===== config.mk =====
export PLATFORM = sky130hd
export DESIGN_NAME = rob_commit_top
export DESIGN_NICKNAME = d
export VERILOG_FILES = /design/src/rtl/rob_commit_pkg.sv /design/src/rtl/rob_commit_ctrl.sv /design/src/rtl/rob_commit_dpath.sv /design/src/rtl/rob_commit_top.sv
export SDC_FILE = /design/constraint.sdc
export NUM_CORES = 1
export LEC_CHECK = 0
export ABC_AREA = 1
export BUFFER_PORTS_ARGS = -buffer_cell sky130_fd_sc_hd__buf_2
export CELL_PAD_IN_SITES_DETAIL_PLACEMENT = 0
export CELL_PAD_IN_SITES_GLOBAL_PLACEMENT = 2
export CORE_MARGIN = 5
export CORE_UTILIZATION = 40
export CTS_CLUSTER_DIAMETER = 120
export CTS_CLUSTER_SIZE = 12
export DETAILED_ROUTE_END_ITERATION = 16
export HOLD_SLACK_MARGIN = 0.15
export MAX_ROUTING_LAYER = met4
export PLACE_DENSITY_LB_ADDON = 0.1
export SLEW_MARGIN = 25
export SYNTH_ARGS = -nofsm -noshare
export SYNTH_HDL_FRONTEND = slang
export SYNTH_SLANG_ARGS = --single-unit

===== constraint.sdc =====
create_clock -name clk -period 4.6 [get_ports clk]
set_clock_uncertainty 0.2 [all_clocks]
set_input_delay 0 -clock clk [delete_from_list [all_inputs] [get_ports clk]]
set_output_delay 0 -clock clk [all_outputs]
set_load 0.02 [all_outputs]

===== src/rtl/rob_commit_pkg.sv =====
package rob_commit_pkg;
  // strobes from control to datapath
  typedef struct packed {
    logic allocWe;     // write a new slot at the tail
    logic commitFire;  // retire the slot at the head
  } rob_strobe_t;
endpackage


===== src/rtl/rob_commit_ctrl.sv =====
module rob_commit_ctrl
  import rob_commit_pkg::*;
#(
  parameter int DEPTH = 8,
  localparam int IDX_W = $clog2(DEPTH),
  localparam int PTR_W = IDX_W + 1
) (
  input  logic             clk,
  input  logic             rstN,
  input  logic             allocValid,
  input  logic             headReady,
  output rob_strobe_t      strobe,
  output logic [IDX_W-1:0] headIdx,
  output logic [IDX_W-1:0] tailIdx,
  output logic [PTR_W-1:0] count,
  output logic             full,
  output logic             empty
);
  logic [PTR_W-1:0] headQ, tailQ;

  assign headIdx = headQ[IDX_W-1:0];
  assign tailIdx = tailQ[IDX_W-1:0];
  assign count   = tailQ - headQ;
  assign empty   = (headQ == tailQ);
  assign full    = (headIdx == tailIdx) && (headQ[IDX_W] != tailQ[IDX_W]);

  always_comb begin
    strobe.allocWe    = allocValid && !full;
    strobe.commitFire = headReady;
  end

  always_ff @(posedge clk or negedge rstN) begin
    if (!rstN) begin
      headQ <= '0;
      tailQ <= '0;
    end else begin
      if (strobe.allocWe)    tailQ <= tailQ + 1'b1;
      if (strobe.commitFire) headQ <= headQ + 1'b1;
    end
  end

  p_no_overflow_r3: assert property (@(posedge clk) disable iff (!rstN)
    count <= PTR_W'(DEPTH));
  p_full_blocks_r3: assert property (@(posedge clk) disable iff (!rstN)
    full |-> !strobe.allocWe);
  p_occ_grows_r2: assert property (@(posedge clk) disable iff (!rstN)
    (strobe.allocWe && !strobe.commitFire) |=> count == $past(count) + 1'b1);
  p_occ_keep_r9: assert property (@(posedge clk) disable iff (!rstN)
    (strobe.allocWe && strobe.commitFire) |=> count == $past(count));
  p_commit_nonempty_r5: assert property (@(posedge clk) disable iff (!rstN)
    strobe.commitFire |-> !empty);
  p_single_retire_r6: assert property (@(posedge clk) disable iff (!rstN)
    strobe.commitFire |=> headQ == $past(headQ) + 1'b1);
endmodule


===== src/rtl/rob_commit_dpath.sv =====
module rob_commit_dpath
  import rob_commit_pkg::*;
#(
  parameter int DEPTH  = 8,
  parameter int ARCH_W = 5,
  parameter int PHYS_W = 6,
  localparam int IDX_W = $clog2(DEPTH)
) (
  input  logic              clk,
  input  logic              rstN,
  input  rob_strobe_t       strobe,
  input  logic [IDX_W-1:0]  headIdx,
  input  logic [IDX_W-1:0]  tailIdx,
  input  logic [ARCH_W-1:0] allocArch,
  input  logic [PHYS_W-1:0] allocNewPhys,
  input  logic [PHYS_W-1:0] allocOldPhys,
  input  logic              doneValid,
  input  logic [IDX_W-1:0]  doneTag,
  output logic              headReady,
  output logic [ARCH_W-1:0] headArch,
  output logic [PHYS_W-1:0] headNewPhys,
  output logic [PHYS_W-1:0] headOldPhys
);
  logic [DEPTH-1:0]  validQ, readyQ;
  logic [ARCH_W-1:0] archQ [DEPTH];
  logic [PHYS_W-1:0] newQ  [DEPTH];
  logic [PHYS_W-1:0] oldQ  [DEPTH];

  // flag bits: later statements take priority
  always_ff @(posedge clk or negedge rstN) begin
    if (!rstN) begin
      validQ <= '0;
      readyQ <= '0;
    end else begin
      if (doneValid && validQ[doneTag]) readyQ[doneTag] <= 1'b1;
      if (strobe.commitFire) begin
        validQ[headIdx] <= 1'b0;
        readyQ[headIdx] <= 1'b0;
      end
      if (strobe.allocWe) begin
        validQ[tailIdx] <= 1'b1;
        readyQ[tailIdx] <= 1'b0;
      end
    end
  end

  // payload storage, no reset needed
  always_ff @(posedge clk) begin
    if (strobe.allocWe) begin
      archQ[tailIdx] <= allocArch;
      newQ[tailIdx]  <= allocNewPhys;
      oldQ[tailIdx]  <= allocOldPhys;
    end
  end

  assign headReady   = validQ[headIdx] && readyQ[headIdx];
  assign headArch    = archQ[headIdx];
  assign headNewPhys = newQ[headIdx];
  assign headOldPhys = oldQ[headIdx];

  p_alloc_fresh_r2: assert property (@(posedge clk) disable iff (!rstN)
    strobe.allocWe |=> validQ[$past(tailIdx)] && !readyQ[$past(tailIdx)]);
  p_retire_clears_r6: assert property (@(posedge clk) disable iff (!rstN)
    strobe.commitFire |=> !validQ[$past(headIdx)]);
  p_ignore_stale_r8: assert property (@(posedge clk) disable iff (!rstN)
    (doneValid && !validQ[doneTag]) |=> !readyQ[$past(doneTag)]);
  p_done_marks_r4: assert property (@(posedge clk) disable iff (!rstN)
    (doneValid && validQ[doneTag] && !(strobe.commitFire && doneTag == headIdx))
      |=> readyQ[$past(doneTag)]);
endmodule


===== src/rtl/rob_commit_top.sv =====
module rob_commit_top
  import rob_commit_pkg::*;
#(
  parameter int DEPTH  = 8,
  parameter int ARCH_W = 5,
  parameter int PHYS_W = 6,
  localparam int IDX_W = $clog2(DEPTH)
) (
  input  logic              clk,
  input  logic              rstN,
  input  logic              allocValid,
  input  logic [ARCH_W-1:0] allocArch,
  input  logic [PHYS_W-1:0] allocNewPhys,
  input  logic [PHYS_W-1:0] allocOldPhys,
  output logic              allocAccept,
  output logic [IDX_W-1:0]  allocTag,
  input  logic              doneValid,
  input  logic [IDX_W-1:0]  doneTag,
  output logic              commitValid,
  output logic [IDX_W-1:0]  commitTag,
  output logic [ARCH_W-1:0] commitArch,
  output logic [PHYS_W-1:0] commitNewPhys,
  output logic [PHYS_W-1:0] commitFreePhys,
  output logic [IDX_W:0]    occupancy,
  output logic              full
);
  rob_strobe_t      strobe;
  logic [IDX_W-1:0] headIdx, tailIdx;
  logic             headReady, empty;

  rob_commit_ctrl #(.DEPTH(DEPTH)) ctrl_i (
    .clk(clk), .rstN(rstN), .allocValid(allocValid), .headReady(headReady),
    .strobe(strobe), .headIdx(headIdx), .tailIdx(tailIdx),
    .count(occupancy), .full(full), .empty(empty)
  );

  rob_commit_dpath #(.DEPTH(DEPTH), .ARCH_W(ARCH_W), .PHYS_W(PHYS_W)) dpath_i (
    .clk(clk), .rstN(rstN), .strobe(strobe), .headIdx(headIdx), .tailIdx(tailIdx),
    .allocArch(allocArch), .allocNewPhys(allocNewPhys), .allocOldPhys(allocOldPhys),
    .doneValid(doneValid), .doneTag(doneTag), .headReady(headReady),
    .headArch(commitArch), .headNewPhys(commitNewPhys), .headOldPhys(commitFreePhys)
  );

  assign allocAccept = strobe.allocWe;
  assign allocTag    = tailIdx;
  assign commitValid = strobe.commitFire;
  assign commitTag   = headIdx;

  p_empty_idle_r1: assert property (@(posedge clk) disable iff (!rstN)
    empty |-> !commitValid && occupancy == '0);
endmodule


**Yosys cells after proc, flatten, opt, wreduce, memory -nomap -nowiden**

Memories as Yosys holds them, arrays and structs flattened.
Cells that the tools add are included.

- Add/subtract/negate cells: 3
- Shifts and indexed selects: 0
- Reduce and logical (&&, ||, !) cells: 8
- Div/mod/pow operators: 0
- Equality and inequality tests: 2
- Multiplexer cells: 19
- Bitwise operators: 7
- Order comparisons: 6
- $mul: 0

Operators by type and width:

| kind | count |
|---|---|
| $mux 8 | 5 |
| $and 8x8->8 | 3 |
| $not 8->8 | 2 |
| $or 8x8->8 | 2 |
| $lt 3x4->1 const B | 3 |
| $bmux 1 s3 | 3 |
| $demux 1 s3 | 3 |
| $ge 3x1->1 const B | 3 |
| $add 4x1->4 const B | 2 |
| $mux 1 | 8 |
| $logic_and 1x1->1 | 7 |
| $sub 4x4->4 | 1 |
| $eq 3x3->1 | 1 |
| $logic_not 1->1 | 1 |
| $ne 1x1->1 | 1 |

- Memories kept: 3
- RAM bits: 136
- Word-level logic and storage cells: 52
- ROM bits: 0
- Bits of input ports: 24
- Latch bits: 0
- Register bits after elaboration: 24

Memories:

| name | words | width | read ports | clocked after memory_dff | wr ports | line | source |
|---|---|---|---|---|---|---|---|
| dpath_i.newQ | 8 | 6 | 1 | 0 | 1 | rob_commit_dpath.sv:26 | `logic [PHYS_W-1:0] newQ [DEPTH];` |
| dpath_i.oldQ | 8 | 6 | 1 | 0 | 1 | rob_commit_dpath.sv:27 | `logic [PHYS_W-1:0] oldQ [DEPTH];` |
| dpath_i.archQ | 8 | 5 | 1 | 0 | 1 | rob_commit_dpath.sv:25 | `logic [ARCH_W-1:0] archQ [DEPTH];` |

**Logic depth before layout (Yosys ltp)**

- Depth in word-level cells: 10
- Depth in mapped cells: 12
- Mapped depth without buffers: 11

**Modules after synthesis**

Synthesis repeated with hierarchy kept, for this count alone.

- Cells, all modules: 608
- Area, all modules: 6824.0 sq um

By module, submodules not included:

| module | cells each | times used | area each (sq um) | sequential area each (sq um) |
|---|---|---|---|---|
| rob_commit_dpath | 538 | 1 | 6224.7 | 4484.3 |
| rob_commit_ctrl | 70 | 1 | 599.3 | 200.2 |

**Least setup slack after synthesis**

No wires, ideal clock.

- Kind: register -> register
- Start: register ctrl_i.tailQ[0]
- End: memory dpath_i.archQ[7][0], enable pin
- Cell stages (with the launch flop): 6
- Buffers on the path: 0
- Clock period less this slack: 2515 ps
- Path slack: 2085 ps
- Required time: 4005 ps
- Setup time: 395 ps
- Arrival time: 1920 ps
- Cells stage by stage: dfrtp_1 inv_1 ha_1 nand4_1 nand2_1 nor2_1

- Cells in the longest elaborated chain, start to end: 6

RTL lines:

| item | line | source |
|---|---|---|
| start, declared | rob_commit_ctrl.sv:19 | `logic [PTR_W-1:0] headQ, tailQ;` |
| start signal, assigned | rob_commit_ctrl.sv:37 | `if (strobe.allocWe) tailQ <= tailQ + 1'b1;` |
| $eq 3x3->1 | rob_commit_ctrl.sv:25 | `assign full = (headIdx == tailIdx) && (headQ[IDX_W] != tailQ[IDX_W]);` |
| $logic_and 1x1->1 | rob_commit_ctrl.sv:25 |  |
| $logic_not 1->1 | rob_commit_ctrl.sv:28 | `strobe.allocWe = allocValid && !full;` |
| $logic_and 1x1->1 | rob_commit_ctrl.sv:28 |  |
| $mux 1 | rob_commit_dpath.sv:49 | `if (strobe.allocWe) begin` |
| $mux 1 (implied by the code) | rob_commit_dpath.sv:50 | `archQ[tailIdx] <= allocArch;` |
| end, declared | rob_commit_dpath.sv:25 |  |

Parallel ways exist; a longest one is shown, timed or not.

**Worst setup path in the final report**

- Start: register ctrl_i.headQ[0]
- End: output commitFreePhys[0]

- Cells in the longest elaborated chain, start to end: 1

RTL lines:

| item | line | source |
|---|---|---|
| start, declared | rob_commit_ctrl.sv:19 |  |
| start signal, assigned | rob_commit_ctrl.sv:38 | `if (strobe.commitFire) headQ <= headQ + 1'b1;` |
| $mem_v2 8x6 | n/a |  |
| end, declared | rob_commit_top.sv:23 | `output logic [PHYS_W-1:0] commitFreePhys,` |

Every way passes these cells.

==> summary.txt <==
Outcome
  – Status: complete, no violations

Timing
  – Final hold slack: 0.180 ns
  – Final setup fails: 0
  – Endpoints failing hold: 0
  – Clock period minus worst slack: 2.95 ns
  – Worst slew margin: about a third
  – Pins over their slew limit: 0
  – Fmax: 339 MHz
  – Total Negative Setup Slacks: 0 ns
  – Worst slew pin tran: 0.993 ns
  – Final period util: roughly 64%
  – RSZ-0062 raised after global routing: false

Clocking
  – TritonCTS clock tree: done
  – H-tree levels: 4
  – Clk pin slew, worst setup/hold paths: 0.06 ns
  – PostCTS Resize Cnt: 0
  – Worst skew pair latency: around 0.42 ns
  – Cts hold-fix bufs: 31
  – Post-CTS Setup Bufs: 0
  – Total CTS buffers: 17
  – CTS Sinks: 160
  – CTS max path bufs: 2
  – Root Driver: clkbuf_16

Synthesis
  – Syn Nets: 612
  – Top cell type's share of synthesized area: 60.8%
  – Cells after Synth: 582
  – #FFs+latches synth: 160
  – Warnings, synthesis: 0
  – Post-synthesis sequential area ratio: 69.7%
  – Syn_area_per_cell: 11.5 sq um
  – Synth cell types: 31
  – Netlist area before placement: 6720 sq um
  – Largest area contributor in the netlist: edfxtp_1
  – Area contributors post-synth: edfxtp_1 (61%), dfrtp_1 (8.9%), nand2_1 (6.5%), nor2_1 (4.2%), o21ai_0 (4.2%)

Floorplanning
  – Die area: ~20,000 sq um
  – IO Pins: 54
  – Die Span X: 140 um
  – Initial Util: 40.7%
  – Row cnt: 47
  – Core area: 16,500 sq um
  – Die Y: 140 um

Setup path
  – CP endpoint kind: output pin
  – CP Class: flip-flop to output pin
  – CP max FO: 68
  – Required @ worst endpoint: around 4.4 ns
  – CP arrival: 2.75 ns
  – Setup crit start kind: flip-flop

Layout
  – Commonest non-fill, non-tap cell in the layout: edfxtp_1
  – Area Growth Syn to Fin: 19.7%
  – Final net count: a little under 700
  – Core Util, Final: 48.7%
  – Share of layout cells above drive strength 1: roughly 15%
  – Fill cells: between 1,500 and 2,000
  – Number of diodes: 0
  – Reg area: 4690 sq um
  – Area of the multi-input gates: around 1700 sq um
  – Fin cells: 894
  – Commonest non-fill, non-tap cells in the layout: edfxtp_1 (136), nand2_1 (117), nor2_1 (74), o21ai_0 (56), buf_2 (53)

Flow run
  – Max Cap Violations: 0

Detailed routing
  – Final wirelength: 16,400 um
  – Drt wl/cell: 18.4 um
  – DR vias: 4,464
  – Antenna viol nets, final: 0
  – Vias per cell: 4.99
  – TritonRoute pass-1 iters: 4
  – Remaining DRCs: 0
  – DRT iter0 DRCs: 300

Placement
  – Routability cong.: 0.770
  – Dpl cells: 831
  – HPWL Detailed: roughly 9600 um
  – Number of port buffers: 53

Global route
  – First-pass GRT wire length: 26,000 um
  – Vias in the first global route: roughly 4,600
  – Initial antenna violation count: 0
  – Global Route Usage Sum: 17.8%
  – Pin count of the biggest net entering global routing: 69
  – Gr ovfl total: 0

Pwr
  – Worst vdd rail ir drop: 0.422 mV
  – Power per Cell Area: 698 nW/um^2
  – Pleak: about 3.1 nW
  – Overall power: 0.00561 W

Worst hold path
  – Hold Path Class: input port to flip-flop
[metal layers]
layer	track usage (%)	routed length [um]	vias up
li1	-	-	2182
met1	22.5	7280	2176
met2	29.7	8340	87
met3	3.26	595	19
met4	5.15	208	0
met5	-	0	-
[flip-flops by register name (all words and copies together), names as in the netlist]
register        flops
ctrl_i.tailQ        4
dpath_i.archQ      40
dpath_i.oldQ       48
dpath_i.validQ      8
ctrl_i.headQ        4
dpath_i.readyQ      8
dpath_i.newQ       48
[power breakdown]
part           switching [W]  total [W]  leakage, nW  internal [W]
combinational        0.00155    0.00222         1.34      0.000670
sequential          0.000124    0.00201         1.51       0.00188
clock               0.000582    0.00139        0.284      0.000804
total                0.00226    0.00561         3.13       0.00336
[Yosys cell counts (all sizes together)]
| cell | n |
|---|---|
| a21oi | 17 |
| a31oi | 3 |
| buf | 25 |
| clkbuf | 5 |
| clkinv | 3 |
| dfrtp | 24 |
| edfxtp | 136 |
| fa | 1 |
| ha | 5 |
| inv | 38 |
| nand2 | 119 |
| nand3 | 21 |
| nand3b | 5 |
| nand4 | 2 |
| nor2 | 76 |
| o211ai | 14 |
| o21ai | 59 |
| o221ai | 3 |
| o22ai | 13 |
| o31ai | 5 |
| or2 | 1 |
| xnor2 | 3 |
| xor2 | 4 |
[stage by stage]
stage               worst slack [ns]  cell area (sq um)
finish                          1.65               8040
global route                    1.40               8040
CTS                             1.58               8040
detailed placement              1.77               7140
global placement                1.82               7140
floorplan                       2.08               6720
[critical path, stage by stage, from the launching register on]
cell and delay (ns):
dfrtp_2 0.42, buf_4 0.35, nand2_1 0.17, clkinv_1 0.60
nand2_1 0.22, o21ai_0 0.11, a21oi_1 0.12, o221ai_1 0.13
buf_2 0.17
[logic make-up (layout without fill, tap and decap cells)]
group | count (synthesis) | after routing | synth area share (%)
AO/OA/AOI/OAI | 114 | 114 | 9.66
XOR/XNOR | 7 | 7 | 0.912
adder cells (fa/ha/maj) | 6 | 6 | 1.23
flip-flops | 160 | 160 | 69.7
AND/OR/NAND/NOR | 224 | 224 | 13.7
buffers and inverters | 71 | 163 | 4.79
[worst paths after layout]
path / cells after the start / from / endpoint / slack [ns]
max: 8 / ctrl_i.headQ[0] / commitFreePhys[0] / 1.65
min: 2 / allocNewPhys[2] / dpath_i.newQ[0][2] / 0.18
max reg2reg: 7 / ctrl_i.tailQ[0] / dpath_i.newQ[3][4] / 1.79
min reg2reg: 2 / dpath_i.validQ[0] / dpath_i.validQ[0] / 0.29
max in group asynchronous: 4 / rstN / ctrl_i.headQ[0] / 3.64
min in group asynchronous: 4 / rstN / ctrl_i.tailQ[3] / 0.39
[cell type report]
type,count,share of cell area (%)
Tap cell,220,3.42
Sequential cell,160,58.3
Timing Repair Buffer,90,7.84
Multi-Input combinational cell,351,21.3
Clock inverter,15,1.93
Inverter,41,1.91
Clock buffer,17,5.29
(Power assumes the default switching activity.)
